<file path="config.mk">
export PLATFORM = sky130hd
export DESIGN_NAME = fp_issue_scoreboard
export DESIGN_NICKNAME = d
export VERILOG_FILES = /design/src/rtl/scb_pkg.sv /design/src/rtl/scb_unit_timer.sv /design/src/rtl/scb_result_pipe.sv /design/src/rtl/scb_pending_table.sv /design/src/rtl/fp_issue_scoreboard.sv
export SDC_FILE = /design/constraint.sdc
export NUM_CORES = 1
export LEC_CHECK = 0
export CAP_MARGIN = 30
export CORE_MARGIN = 2
export CORE_UTILIZATION = 52
export CTS_BUF_LIST = sky130_fd_sc_hd__clkbuf_2 sky130_fd_sc_hd__clkbuf_4 sky130_fd_sc_hd__clkbuf_8
export CTS_CLUSTER_DIAMETER = 50
export CTS_CLUSTER_SIZE = 25
export DETAILED_ROUTE_END_ITERATION = 10
export HOLD_SLACK_MARGIN = 0.05
export PLACE_DENSITY = 0.85
export SYNTH_ARGS = -nofsm -noshare
export SYNTH_HDL_FRONTEND = slang
export SYNTH_HIERARCHICAL = 1
export SYNTH_SLANG_ARGS = --single-unit
export TNS_END_PERCENT = 20
</file>
<file path="constraint.sdc">
create_clock -name clk -period 5.4 [get_ports clk]
set_input_delay 0.81 -clock clk [delete_from_list [all_inputs] [get_ports clk]]
set_output_delay 0.81 -clock clk [all_outputs]
set_load 0.01 [all_outputs]
</file>
<file path="src/rtl/scb_pkg.sv">
package scb_pkg;

  typedef enum logic [2:0] {
    OP_INT    = 3'd0,
    OP_LOAD   = 3'd1,
    OP_FADD_S = 3'd2,
    OP_FADD_D = 3'd3,
    OP_FMUL_S = 3'd4,
    OP_FMUL_D = 3'd5
  } op_e;

  // write-back port order, shared by top and pending table
  localparam int WB_INT  = 0;
  localparam int WB_LD   = 1;
  localparam int WB_ADD  = 2;
  localparam int WB_MUL  = 3;
  localparam int NUM_WB  = 4;

  function automatic int max2(input int a, input int b);
    return (a > b) ? a : b;
  endfunction

endpackage

</file>
<file path="src/rtl/scb_unit_timer.sv">
// Occupancy timer for one non-pipelined unit: loaded with the latency at
// start, counts down, reports completion when the count reaches one.
module scb_unit_timer #(
  parameter int CNT_W = 4,
  parameter int REG_W = 5
) (
  input  logic             clk,
  input  logic             rst_n,
  input  logic             start_i,
  input  logic [CNT_W-1:0] lat_i,
  input  logic [REG_W-1:0] dst_i,
  output logic             free_o,
  output logic             wb_vld_o,
  output logic [REG_W-1:0] wb_reg_o
);

  logic [CNT_W-1:0] cnt_q, cnt_d;
  logic [REG_W-1:0] dst_q;

  always_comb begin
    cnt_d = cnt_q;
    if (start_i) begin
      cnt_d = lat_i;
    end else if (cnt_q != '0) begin
      cnt_d = cnt_q - 1'b1;
    end
  end

  always_ff @(posedge clk or negedge rst_n) begin
    if (!rst_n) begin
      cnt_q <= '0;
    end else begin
      cnt_q <= cnt_d;
    end
  end

  // destination is captured only on a start (clock enable)
  always_ff @(posedge clk) begin
    if (start_i) begin
      dst_q <= dst_i;
    end
  end

  assign free_o   = (cnt_q <= CNT_W'(1));
  assign wb_vld_o = (cnt_q == CNT_W'(1));
  assign wb_reg_o = dst_q;

  // a unit is never restarted while it still has work to finish
  a_r4_no_restart_busy: assert property (@(posedge clk) disable iff (!rst_n)
    start_i |-> (cnt_q <= CNT_W'(1)));

  // a completion is followed by an idle unit unless restarted
  a_r5_idle_after_wb: assert property (@(posedge clk) disable iff (!rst_n)
    (wb_vld_o && !start_i) |=> (cnt_q == '0));

endmodule

</file>
<file path="src/rtl/scb_result_pipe.sv">
// Fixed-depth pipelined result path (integer and load); each stage carries a
// valid flag and a destination index.
module scb_result_pipe #(
  parameter int DEPTH = 3,
  parameter int REG_W = 5
) (
  input  logic             clk,
  input  logic             rst_n,
  input  logic             in_vld_i,
  input  logic [REG_W-1:0] in_reg_i,
  output logic             out_vld_o,
  output logic [REG_W-1:0] out_reg_o
);

  logic [DEPTH-1:0] vld_q;
  logic [REG_W-1:0] reg_q [DEPTH];

  for (genvar s = 0; s < DEPTH; s++) begin : g_stage
    logic             vld_in;
    logic [REG_W-1:0] reg_in;

    if (s == 0) begin : g_head
      assign vld_in = in_vld_i;
      assign reg_in = in_reg_i;
    end else begin : g_body
      assign vld_in = vld_q[s-1];
      assign reg_in = reg_q[s-1];
    end

    always_ff @(posedge clk or negedge rst_n) begin
      if (!rst_n) begin
        vld_q[s] <= 1'b0;
      end else begin
        vld_q[s] <= vld_in;
      end
    end

    always_ff @(posedge clk) begin
      if (vld_in) begin
        reg_q[s] <= reg_in;
      end
    end
  end

  assign out_vld_o = vld_q[DEPTH-1];
  assign out_reg_o = reg_q[DEPTH-1];

endmodule

</file>
<file path="src/rtl/scb_pending_table.sv">
// One pending bit per register. Completions reported this cycle are treated
// as already cleared for the hazard check (same-cycle bypass).
module scb_pending_table #(
  parameter int NUM_REGS = 32,
  parameter int NUM_WB   = 4,
  localparam int REG_W   = $clog2(NUM_REGS)
) (
  input  logic                         clk,
  input  logic                         rst_n,
  input  logic                         set_i,
  input  logic [REG_W-1:0]             set_reg_i,
  input  logic [NUM_WB-1:0]            wb_vld_i,
  input  logic [NUM_WB-1:0][REG_W-1:0] wb_reg_i,
  input  logic [REG_W-1:0]             chk_a_i,
  input  logic [REG_W-1:0]             chk_b_i,
  input  logic [REG_W-1:0]             chk_d_i,
  output logic                         hazard_o
);

  logic [NUM_REGS-1:0] pend_q, pend_d;
  logic [NUM_REGS-1:0] clr_mask, set_mask, pend_eff;

  always_comb begin
    clr_mask = '0;
    for (int i = 0; i < NUM_WB; i++) begin
      if (wb_vld_i[i]) begin
        clr_mask[wb_reg_i[i]] = 1'b1;
      end
    end
    set_mask = '0;
    if (set_i) begin
      set_mask[set_reg_i] = 1'b1;
    end
    pend_eff = pend_q & ~clr_mask;
    pend_d   = pend_eff | set_mask;
    hazard_o = pend_eff[chk_a_i] | pend_eff[chk_b_i] | pend_eff[chk_d_i];
  end

  always_ff @(posedge clk or negedge rst_n) begin
    if (!rst_n) begin
      pend_q <= '0;
    end else begin
      pend_q <= pend_d;
    end
  end

  // every reported completion retires a register that was pending
  for (genvar i = 0; i < NUM_WB; i++) begin : g_wb_chk
    a_r8_wb_was_pending: assert property (@(posedge clk) disable iff (!rst_n)
      wb_vld_i[i] |-> pend_q[wb_reg_i[i]]);
  end

endmodule

</file>
<file path="src/rtl/fp_issue_scoreboard.sv">
module fp_issue_scoreboard
  import scb_pkg::*;
#(
  parameter int NUM_REGS  = 32,
  parameter int LOAD_LAT  = 3,
  parameter int ADD_LAT_S = 4,
  parameter int ADD_LAT_D = 4,
  parameter int MUL_LAT_S = 6,
  parameter int MUL_LAT_D = 8,
  localparam int REG_W    = $clog2(NUM_REGS)
) (
  input  logic             clk,
  input  logic             rst_n,
  input  logic             in_valid,
  input  logic [2:0]       in_op,
  input  logic [REG_W-1:0] in_src_a,
  input  logic [REG_W-1:0] in_src_b,
  input  logic [REG_W-1:0] in_dst,
  output logic             in_ready,
  output logic             wb_int_vld,
  output logic [REG_W-1:0] wb_int_reg,
  output logic             wb_ld_vld,
  output logic [REG_W-1:0] wb_ld_reg,
  output logic             wb_add_vld,
  output logic [REG_W-1:0] wb_add_reg,
  output logic             wb_mul_vld,
  output logic [REG_W-1:0] wb_mul_reg
);

  localparam int ADD_MAX = max2(ADD_LAT_S, ADD_LAT_D);
  localparam int MUL_MAX = max2(MUL_LAT_S, MUL_LAT_D);
  localparam int ADD_CW  = $clog2(ADD_MAX + 1);
  localparam int MUL_CW  = $clog2(MUL_MAX + 1);

  // decode
  logic is_load, is_add, is_mul, is_int;
  logic [ADD_CW-1:0] add_lat;
  logic [MUL_CW-1:0] mul_lat;

  always_comb begin
    is_load = (in_op == OP_LOAD);
    is_add  = (in_op == OP_FADD_S) || (in_op == OP_FADD_D);
    is_mul  = (in_op == OP_FMUL_S) || (in_op == OP_FMUL_D);
    is_int  = !(is_load || is_add || is_mul);
    add_lat = (in_op == OP_FADD_D) ? ADD_CW'(ADD_LAT_D) : ADD_CW'(ADD_LAT_S);
    mul_lat = (in_op == OP_FMUL_D) ? MUL_CW'(MUL_LAT_D) : MUL_CW'(MUL_LAT_S);
  end

  // issue decision
  logic add_free, mul_free, hazard, unit_ok, issue;

  always_comb begin
    unit_ok  = (is_add ? add_free : 1'b1) & (is_mul ? mul_free : 1'b1);
    in_ready = unit_ok & ~hazard;
    issue    = in_valid & in_ready;
  end

  // execution resources
  scb_result_pipe #(.DEPTH(1), .REG_W(REG_W)) i_int_pipe (
    .clk(clk), .rst_n(rst_n),
    .in_vld_i(issue & is_int), .in_reg_i(in_dst),
    .out_vld_o(wb_int_vld), .out_reg_o(wb_int_reg)
  );

  scb_result_pipe #(.DEPTH(LOAD_LAT), .REG_W(REG_W)) i_ld_pipe (
    .clk(clk), .rst_n(rst_n),
    .in_vld_i(issue & is_load), .in_reg_i(in_dst),
    .out_vld_o(wb_ld_vld), .out_reg_o(wb_ld_reg)
  );

  scb_unit_timer #(.CNT_W(ADD_CW), .REG_W(REG_W)) i_add_timer (
    .clk(clk), .rst_n(rst_n),
    .start_i(issue & is_add), .lat_i(add_lat), .dst_i(in_dst),
    .free_o(add_free), .wb_vld_o(wb_add_vld), .wb_reg_o(wb_add_reg)
  );

  scb_unit_timer #(.CNT_W(MUL_CW), .REG_W(REG_W)) i_mul_timer (
    .clk(clk), .rst_n(rst_n),
    .start_i(issue & is_mul), .lat_i(mul_lat), .dst_i(in_dst),
    .free_o(mul_free), .wb_vld_o(wb_mul_vld), .wb_reg_o(wb_mul_reg)
  );

  // register hazards
  logic [NUM_WB-1:0]            wb_vld_vec;
  logic [NUM_WB-1:0][REG_W-1:0] wb_reg_vec;

  always_comb begin
    wb_vld_vec[WB_INT] = wb_int_vld;
    wb_vld_vec[WB_LD]  = wb_ld_vld;
    wb_vld_vec[WB_ADD] = wb_add_vld;
    wb_vld_vec[WB_MUL] = wb_mul_vld;
    wb_reg_vec[WB_INT] = wb_int_reg;
    wb_reg_vec[WB_LD]  = wb_ld_reg;
    wb_reg_vec[WB_ADD] = wb_add_reg;
    wb_reg_vec[WB_MUL] = wb_mul_reg;
  end

  scb_pending_table #(.NUM_REGS(NUM_REGS), .NUM_WB(NUM_WB)) i_pending (
    .clk(clk), .rst_n(rst_n),
    .set_i(issue), .set_reg_i(in_dst),
    .wb_vld_i(wb_vld_vec), .wb_reg_i(wb_reg_vec),
    .chk_a_i(in_src_a), .chk_b_i(in_src_b), .chk_d_i(in_dst),
    .hazard_o(hazard)
  );

  // accepted integer work completes one cycle later with its destination
  a_r2_int_wb: assert property (@(posedge clk) disable iff (!rst_n)
    (issue && is_int) |=> (wb_int_vld && wb_int_reg == $past(in_dst)));

  // never two completions for one register in the same cycle
  a_r9_wb_distinct: assert property (@(posedge clk) disable iff (!rst_n)
    !((wb_int_vld && wb_ld_vld  && wb_int_reg == wb_ld_reg)  ||
      (wb_int_vld && wb_add_vld && wb_int_reg == wb_add_reg) ||
      (wb_int_vld && wb_mul_vld && wb_int_reg == wb_mul_reg) ||
      (wb_ld_vld  && wb_add_vld && wb_ld_reg  == wb_add_reg) ||
      (wb_ld_vld  && wb_mul_vld && wb_ld_reg  == wb_mul_reg) ||
      (wb_add_vld && wb_mul_vld && wb_add_reg == wb_mul_reg)));

  // no presented instruction, no integer completion next cycle
  a_r11_no_spurious: assert property (@(posedge clk) disable iff (!rst_n)
    !in_valid |=> !wb_int_vld);

endmodule

</file>
# Word-level counts from Yosys, hierarchy flattened
# Memory sizes are Yosys's and may differ from the RTL's.
# Cells that the tools add are included.
# op_classes
muxes	36
n_reduce_logical	14
add_sub_neg	2
n_eq_ne	7
n_lt_le_gt_ge	14
bitwise_logic	16
# op_table
cell	n
two-way mux 32 bit	5
OR 32 bit	4
less-than comparator 5 x 6 -> 1 bit (second input constant)	7
AND 32 bit	1
inverter 32 bit	1
demux 1 bit (select 5 bit)	5
>= comparator 5 x 1 -> 1 bit (second input constant)	5
two-way mux 1 bit	18
binary-select mux 1 bit (select 5 bit)	3
two-way mux 4 bit	3
AND 1 bit	7
equality test 3 x 1 -> 1 bit (second input constant)	2
equality test 3 x 2 -> 1 bit (second input constant)	2
equality test 3 bit (second input constant)	2
two-way mux 3 bit	2
logical AND 1 bit	5
equality test 4 x 1 -> 1 bit (second input constant)	1
less-or-equal comparator 4 x 1 -> 1 bit (second input constant)	1
logical OR 1 bit	4
nonzero test 2 bit	2
nonzero test 4 bit	1
subtractor 4 x 1 -> 4 bit (second input constant)	1
less-or-equal comparator 3 x 1 -> 1 bit (second input constant)	1
nonzero test 3 bit	1
other kinds (4)	5
# totals
word_cells	100
input_bits	21
regBits	53
mem_count	2
out_inout_bits	25
ramBits	20
# mem_list
memory	words	width	read_ports	rd_ports_with_merged_regs	write_ports	line	rtl
i_ld_pipe.reg_q	3	5	3	0	3	scb_result_pipe.sv:16	logic [REG_W-1:0] reg_q [DEPTH];
i_int_pipe.reg_q	1	5	1	0	1	scb_result_pipe.sv:16	

# Logic depth before layout (Yosys ltp)
# Gate-level depths: netlist (run 1).
# An unclocked memory read counts as a cell.
# logic_depth
word_depth	24
ltp_mapped	17
depth_no_buf	16

# Hierarchy
# Netlist (run 1), hierarchy kept.
# modules_own_cells
mod	area_each_um2	cells_per_inst	instances
scb_pending_table	3390.8	430	1
scb_result_pipe at i_ld_pipe	525.5	18	1
scb_unit_timer at i_mul_timer	409.1	30	1
scb_unit_timer at i_add_timer	380.4	29	1
scb_result_pipe at i_int_pipe	175.2	6	1
fp_issue_scoreboard	126.4	18	1

# Least setup slack after synthesis (run 1)
# Ideal clock, no wire load.
# synth_path
kind	flip-flop to flip-flop
startpoint	register i_mul_timer.cnt_q[1]
endpoint	memory i_ld_pipe.reg_q[0][0], enable pin
stages_incl_launch_ff	15
arrival_time_ns	4.273
setup_time_ns	0.386
n_path_buf	0
setup_slack_ns	0.740
synth_period_minus_slack_ns	4.660
cell_sequence	dfrtp_1 > inv_1 > ha_1 > nor3b_1 > or4b_1 > o21ai_0 > or3_1 > mux2_2 > a311oi_1 > a2111o_1 > a2111oi_2 > nand4_1 > and2b_1 > o221ai_4 > nor4b_1
# synth_rtl
item	line	rtl
from (decl)	scb_unit_timer.sv:17	logic [CNT_W-1:0] cnt_q, cnt_d;
from (signal assigned)	scb_unit_timer.sv:33	cnt_q <= cnt_d;
to (decl)	scb_result_pipe.sv:16	

# Worst setup path in the final report (run 1)
# layout_path
startpoint	register i_mul_timer.cnt_q[1]
endpoint	output in_ready
# layout_via
elab_chain_cells	10
elab_cells_between_ends	17
# layout_rtl
item	line	rtl
equality test 4 x 1 -> 1 bit *	scb_unit_timer.sv:45	assign wb_vld_o = (cnt_q == CNT_W'(1));
two-way mux 32 bit *	scb_pending_table.sv:26	if (wb_vld_i[i]) begin
inverter 32 bit *	scb_pending_table.sv:34	pend_eff = pend_q & ~clr_mask;
AND 32 bit *	scb_pending_table.sv:34	
binary-select mux 1 bit (select 5 bit)	scb_pending_table.sv:36	hazard_o = pend_eff[chk_a_i] | pend_eff[chk_b_i] | pend_eff[chk_d_i];
two-way mux 1 bit (not written as such)	scb_pending_table.sv:36	
OR 1 bit	scb_pending_table.sv:36	
OR 1 bit *	scb_pending_table.sv:36	
via hazard	fp_issue_scoreboard.sv:50	logic add_free, mul_free, hazard, unit_ok, issue;
inverter 1 bit *	fp_issue_scoreboard.sv:54	in_ready = unit_ok & ~hazard;
AND 1 bit *	fp_issue_scoreboard.sv:54	
to (decl)	fp_issue_scoreboard.sv:19	output logic in_ready,
# The timed path passes the listed nets; every way through them passes the cells marked *. The select of a mux whose other input is x is not followed.

==> results of run 1 <==
-- cells by family after synthesis --
kind of cell | Yosys count
buffers and inverters | 39
flip-flops | 73
multiplexers | 19
adder cells (fa/ha/maj) | 5
other | 2
XOR/XNOR | 1
AND/OR/NAND/NOR | 228
AO/OA/AOI/OAI | 164
-- metrics by stage --
stage,hold slack [ns],setup slack [ns]
final,0.423,0.143
after global routing,0.430,0.0158
after CTS,0.424,0.0613
after detailed placement,0.406,0.366
after global placement,0.401,0.364
after floorplan,0.400,0.740
-- layout make-up --
cell class	instances	area [µm²]	area share (%)
inverters	18	67.6	1.13
multi-input cells	421	2950	49.2
clock buffers	9	124	2.07
clock inverters	7	76.3	1.28
flip-flops and latches	73	1980	33.0
well taps	129	161	2.70
repair buffers	70	633	10.6
-- final timing paths --
path | slack (ns) | to
hold / removal | 0.42 | i_ld_pipe/reg_q[0][12]$_DFFE_PP_
setup reg to reg | 0.50 | i_pending/pend_q[16]$_DFF_PN0_
min in group asynchronous | 0.54 | i_add_timer/cnt_q[2]$_DFFE_PN0P_
max in group asynchronous | 4.44 | i_pending/pend_q[31]$_DFF_PN0_
setup / recovery | 0.14 | in_ready
hold reg to reg | 0.42 | i_ld_pipe/reg_q[0][12]$_DFFE_PP_
-- worst max-delay path, cell delays in order (launching register included) --
cell and delay, ns:
dfrtp_1 0.38, inv_1 0.10, ha_1 0.14, nor3b_1 0.20
buf_4 0.21, nand4bb_1 0.27, o21ai_0 0.29, nor3_1 0.09
a2111oi_1 0.50, nor3_1 0.12, a2111o_1 0.37, a2111oi_2 0.35
nand4_1 0.25, inv_1 0.11, o221a_2 0.18, clkdlybuf4s50_1 0.53
-- timing repair --
item                                    CTS  global route
resized for setup                         0            14
endpoints found under the setup margin    0             1
buffers inserted                          0             2
-- power breakdown --
group          total, W  switching (W)  internal [W]
clock network  0.000439       0.000222      0.000217
logic          0.000839       0.000492      0.000347
registers      0.000780      0.0000706      0.000710
total           0.00206       0.000784       0.00127
-- layer usage --
metal | up-vias | global-route usage, %
met5 | - | 0
met4 | 0 | 14.7
met3 | 86 | 10.3
met2 | 413 | 56.2
met1 | 2536 | 51.5
li1 | 2225 | -
-- sequential cells by signal (all words and copies together), names as in the netlist --
signal,flops
i_pending/pend_q,32
i_ld_pipe/reg_q,15
i_add_timer/wb_reg_o,5
i_int_pipe/reg_q,5
i_mul_timer/wb_reg_o,5
i_mul_timer/cnt_q,4
i_add_timer/cnt_q,3
i_ld_pipe/g_stage.vld_in,2
i_int_pipe/out_vld_o,1
i_ld_pipe/out_vld_o,1
-- synth_stat cells, types with 12 or more instances --
| library cell | n | area, µm² |
|---|---|---|
| o22ai_1 | 26 | 163 |
| nand4b_1 | 13 | 114 |
| or3_1 | 17 | 106 |
| nand2_1 | 25 | 93.8 |
| nor2_1 | 45 | 169 |
| o21ai_0 | 56 | 280 |
| clkbuf_1 | 16 | 60.1 |
| nand3_1 | 12 | 60.1 |
| nand2b_1 | 14 | 87.6 |
| dfrtp_1 | 43 | 1080 |
| inv_1 | 15 | 56.3 |
| nor3_1 | 16 | 80.1 |
| edfxtp_1 | 30 | 901 |
==> flow_metrics.py, run 1 <==
metrics = {
    "outcome": {
        "status": "completed",
    },
    "finish": {
        "drive_gt1_share_pct": 13.5,
        "nFillCells": 795,
        "fin_util_pct": 64.5,
        "mostFrequentLayoutCell": "o21ai_0",
        "layout_common_cells": "o21ai_0, nor2_1, clkdlybuf4s50_1",
        "area_delta_synth_final_pct": 19.5,
        "design_area_mm2": 0.00599,
        "final_cells": 727,
        "finalNetCount": 619,
        "antenna_cells": 0,
    },
    "route": {
        "routed_wl_um": 19100,
        "dr_wl_met3_um": 2470,
        "ant_nets": 0,
        "wl_met1_um": 7260,
        "vias_per_cell": 7.24,
        "highest_layer": "met4",
        "vias": 5260,
        "drc": 0,
        "wl_per_cell_um": 26.3,
        "drt_iter0_markers": 956,
        "wl_met2_um": 8530,
        "drt_first_pass_iters": 6,
    },
    "timing": {
        "post-route-min-period_ns": 5.26,
        "relSlewSlack_pct": 48.7,
        "finClkSkew_ns": 0.00653,
        "fmax_mhz": 190,
        "drv_slew": 0,
        "rsz0062_at_grt": "no",
        "hold_viol": 0,
        "tightestPinTransition_ns": 0.750,
        "fin_setup_tns_ns": 0,
        "setup_violations": 0,
        "period_share_pct": 97.4,
    },
    "setup_path": {
        "crit_arrival_ns": 4.45,
        "rr_startpoint": "i_mul_timer/cnt_q[1]$_DFFE_PN0P_",
        "crit_type": "flip-flop to output pin",
        "reg2reg_depth": 18,
        "worstPathRequired_ns": 4.59,
        "cp-start-kind": "flip-flop",
        "cp-end-kind": "output pin",
        "crit_fanout": 11,
        "startpoint": "i_mul_timer/cnt_q[1]$_DFFE_PN0P_",
    },
    "place": {
        "place_inst": 709,
        "place_congestion": 1.04,
        "port_buffers": 45,
        "dpl_cell_area_mm2": 0.00571,
        "dp_hpwl_um": 14300,
    },
    "logic_synthesis": {
        "ys_warn_count": 6,
        "synth_edf_count": 30,
        "avgSynthCellArea_um2": 9.43,
        "ys_async_sr_fraction_pct": 58.9,
        "synth-xor-area-share_pct": 0.175,
        "ys_ff_latch": 73,
        "syn_area_mm2": 0.00501,
        "synth_cells": 531,
        "ys.flop_type": "dfrtp_1",
        "synth_adder_area_share_pct": 1.25,
        "synth-compound-area-share_pct": 23.5,
        "synth-seq-area-share_pct": 39.5,
        "synth.mux.area_fraction_pct": 4.22,
        "synthDistinctLibCells": 82,
        "synthSimpleGateAreaFrac_pct": 28.2,
        "synth_top_family_by_area": "simple AND/OR/NAND/NOR gates",
    },
    "hold_path": {
        "hold_class": "flip-flop to flip-flop",
        "hold_depth": 0,
        "worstHoldStart": "i_ld_pipe/reg_q[0][7]$_DFFE_PP_",
    },
    "global_route": {
        "grt_antenna_before_repair": 0,
        "grt_pass1_vias": 4801,
        "grt_start_max_net_pins": 44,
        "grt_remaining_overflow": 0,
        "grt_pass1_wl_um": 28600,
        "grt_usage_pct": 37.4,
    },
    "cts": {
        "clk_latency_ns": 0.36,
        "cts.hold.buffers_added": 0,
        "root_buffer": "clkbuf_8",
        "clock_sinks": 73,
        "clk_pin_slew_worst_paths_ns": 0.08,
        "cts_tree": "done",
        "h-tree-depth": 3,
        "cts_buffers": 9,
        "max-clock-path-buffers": 2,
    },
    "pwr": {
        "vdd_drop_max_v": 0.000248,
        "leakage_nw": 2.16,
        "finalPower_w": 0.00206,
        "powerDensity_mw_per_mm2": 344,
    },
    "floorplanning": {
        "core_area_mm2": 0.00928,
        "pin_count": 46,
        "chipWidth_um": 102,
        "die_area_mm2": 0.0104,
        "start_util_pct": 53.9,
        "rows": 35,
        "die_y_um": 102,
    },
    "run": {
        "max-cap-violations": 0,
    },
}
Note: power is estimated with default switching activity, not from simulation.
==> run 2, diff against run 1 <==
CORE_UTILIZATION = 50   (was 52)
PLACE_DENSITY = 0.83   (was 0.85)
==> run 2 against run 1 <==
Final cell count grew 0.96%. Routed wire length shrank 0.41%. Power grew 0.50%. First-iteration DRC count shrank 5.8%. Non-clock buffer count grew 2. Core utilization shrank 3.0 points. Clock power grew 4.6%. Largest power group unchanged. Highest routed layer unchanged.
==> flow_metrics.py, run 2 (synthesis gave the netlist of run 1 again) <==
metrics = {
    "run": {
        "max-cap-violations": 0,
    },
    "route": {
        "ant_nets": 0,
        "routed_wl_um": 19000,
        "wl_per_cell_um": 25.9,
        "vias": 5314,
        "vias_per_cell": 7.24,
        "drt_first_pass_iters": 7,
        "drt_iter0_markers": 901,
        "drc": 0,
    },
    "finish": {
        "max_flop_register": "i_pending/pend_q",
        "final_cells": 734,
        "largest_register_ffs": 32,
        "seqCellArea_mm2": 0.00198,
        "drive_gt1_share_pct": 12.5,
        "finalNetCount": 621,
        "layout_common_cells": "o21ai_0, nor2_1, clkdlybuf4s50_1",
        "mostFrequentLayoutCell": "o21ai_0",
        "fin_util_pct": 61.5,
        "nFillCells": 855,
        "area_delta_synth_final_pct": 19.5,
        "top_regs": "i_pending/pend_q (32), i_ld_pipe/reg_q (15)",
        "multi_input_comb_area_mm2": 0.00290,
    },
    "cts": {
        "h-tree-depth": 3,
        "cts_buffers": 9,
        "clk_latency_ns": 0.35,
        "clock_sinks": 73,
        "clk_pin_slew_worst_paths_ns": 0.10,
        "root_buffer": "clkbuf_8",
        "max-clock-path-buffers": 2,
        "cts_tree": "done",
    },
    "floorplanning": {
        "die_y_um": 104,
        "start_util_pct": 51.5,
        "rows": 36,
        "pin_count": 46,
        "chipWidth_um": 104,
        "die_area_mm2": 0.0108,
        "core_area_mm2": 0.00973,
    },
    "timing": {
        "finClkSkew_ns": 0.0158,
        "period_share_pct": 97.4,
        "tightestPinTransition_ns": 0.785,
        "rsz0062_at_grt": "no",
        "fmax_mhz": 190,
        "hold_viol": 0,
        "fin_setup_tns_ns": 0,
        "setup_violations": 0,
        "drv_slew": 0,
        "post-route-min-period_ns": 5.26,
        "relSlewSlack_pct": 46.9,
    },
    "pwr": {
        "power_frac_comb_pct": 39.9,
        "p_int_w": 0.00127,
        "power.share.clock_pct": 22.2,
        "switching_share_pct": 38.4,
        "switching_power_w": 0.000795,
        "vdd_drop_max_v": 0.000245,
        "power_frac_seq_pct": 37.9,
        "powerDensity_mw_per_mm2": 346,
        "leakage_nw": 2.18,
    },
    "setup_path": {
        "cp_cell_sequence": "inv_1 -> ha_1 -> nor3b_1 -> buf_4 -> nand4bb_1 -> nor2_1 -> nor4_1 -> o32ai_1 -> a2111oi_0 -> a2111o_1 -> a2111oi_2 -> nand4_1 -> buf_4 -> inv_1 -> o221a_2 -> clkdlybuf4s50_1",
        "reg2reg_depth": 18,
        "cp_slowest_cell": "clkdlybuf4s50_1",
        "rr_endpoint": "i_pending/pend_q[24]$_DFF_PN0_",
        "crit_type": "flip-flop to output pin",
        "critical_path.max_stage_delay_ns": 0.53,
        "rr_startpoint": "i_mul_timer/cnt_q[1]$_DFFE_PN0P_",
        "crit_fanout": 11,
        "worstPathRequired_ns": 4.59,
        "cp-end-kind": "output pin",
        "cp-start-kind": "flip-flop",
        "crit_arrival_ns": 4.45,
        "r2r_slack_ns": 0.61,
    },
    "place": {
        "dp_hpwl_um": 14100,
        "place_congestion": 1.07,
        "place_inst": 714,
        "port_buffers": 45,
    },
    "hold_path": {
        "min_to": "i_ld_pipe/reg_q[0][8]$_DFFE_PP_",
        "worstHoldStart": "i_ld_pipe/reg_q[0][3]$_DFFE_PP_",
        "hold_class": "flip-flop to flip-flop",
        "hold_depth": 0,
    },
    "global_route": {
        "grt_usage_pct": 34.8,
        "grt_remaining_overflow": 0,
        "grt_start_max_net_pins": 25,
        "grt_pass1_wl_um": 29000,
        "grt_antenna_before_repair": 1,
        "grt_pass1_vias": 5056,
    },
    "outcome": {
        "status": "completed",
    },
}
[run 2: per-stage QoR]
stage | total power [W] | worst slack (ns) | instance area [µm²] | hold WS, ns
6_report | 0.00207 | 0.142 | 5980 | 0.412
5_1_grt | 0.00216 | 0.000374 | 5980 | 0.428
4_1_cts | 0.00203 | 0.0929 | 5950 | 0.417
3_5_place_dp | 0.00157 | 0.483 | 5740 | 0.405
3_3_place_gp | 0.00155 | 0.561 | 5710 | 0.401
2_1_floorplan | 0.00128 | 0.740 | 5010 | 0.400
[run 2: how the worst max path moves through the flow]
stage / from / end / slack (ns)
6_report: i_mul_timer/cnt_q[1]$_DFFE_PN0P_ / in_ready / 0.14
5_1_grt: i_mul_timer/cnt_q[1]$_DFFE_PN0P_ / in_ready / 0.0004
4_1_cts: i_mul_timer/cnt_q[1]$_DFFE_PN0P_ / in_ready / 0.09
3_5_place_dp: in_src_a[1] / in_ready / 0.48
3_3_place_gp: in_dst[1] / in_ready / 0.56
2_1_floorplan: i_mul_timer/cnt_q[1]$_DFFE_PN0P_ / i_ld_pipe/reg_q[0][0]$_DFFE_PP_ / 0.74
[run 2: what timing repair did]
| action | CTS | global route |
|---|---|---|
| hold buffers | 0 | 0 |
| endpoints found under the setup margin | 0 | 1 |
| hold endpoints to repair | 0 | 0 |
| buffers inserted | 0 | 3 |
| gates resized for setup | 0 | 6 |
[run 2: layout make-up]
cell class | count | share of cell area [%]
timing repair buffer | 72 | 11.2
clock inverter | 7 | 1.38
clock buffer | 9 | 2.07
antenna | 1 | 0.0418
multi-input combinational | 421 | 48.4
inverter | 18 | 1.13
sequential | 73 | 33.0
tap | 133 | 2.78
[run 2: power by group through the flow]
stage / sequential, W / clock (W) / combinational (W)
after global routing: 0.000796 / 0.000489 / 0.000879
final: 0.000784 / 0.000459 / 0.000826
after floorplan: 0.000768 / 0 / 0.000513
after global placement: 0.000781 / 0 / 0.000767
after CTS: 0.000779 / 0.000465 / 0.000788
after detailed placement: 0.000791 / 0 / 0.000784
[run 2: per-layer routing]
layer  vias up  track usage, %  share of wire [%]
li1       2239               -                  -
met1      2484            45.5                 37
met2       468            52.5                 44
met3       123            8.52                 13
met4         0            20.3                6.6
met5         -               0                  0
[run 2: critical path, delay by kind of cell (launching register included)]
kind            cells  cell delay, ns
simple gates        5            1.00
flops               1            0.40
buf+inv             5            1.10
compound gates      5            1.46
fa+ha+maj           1            0.16
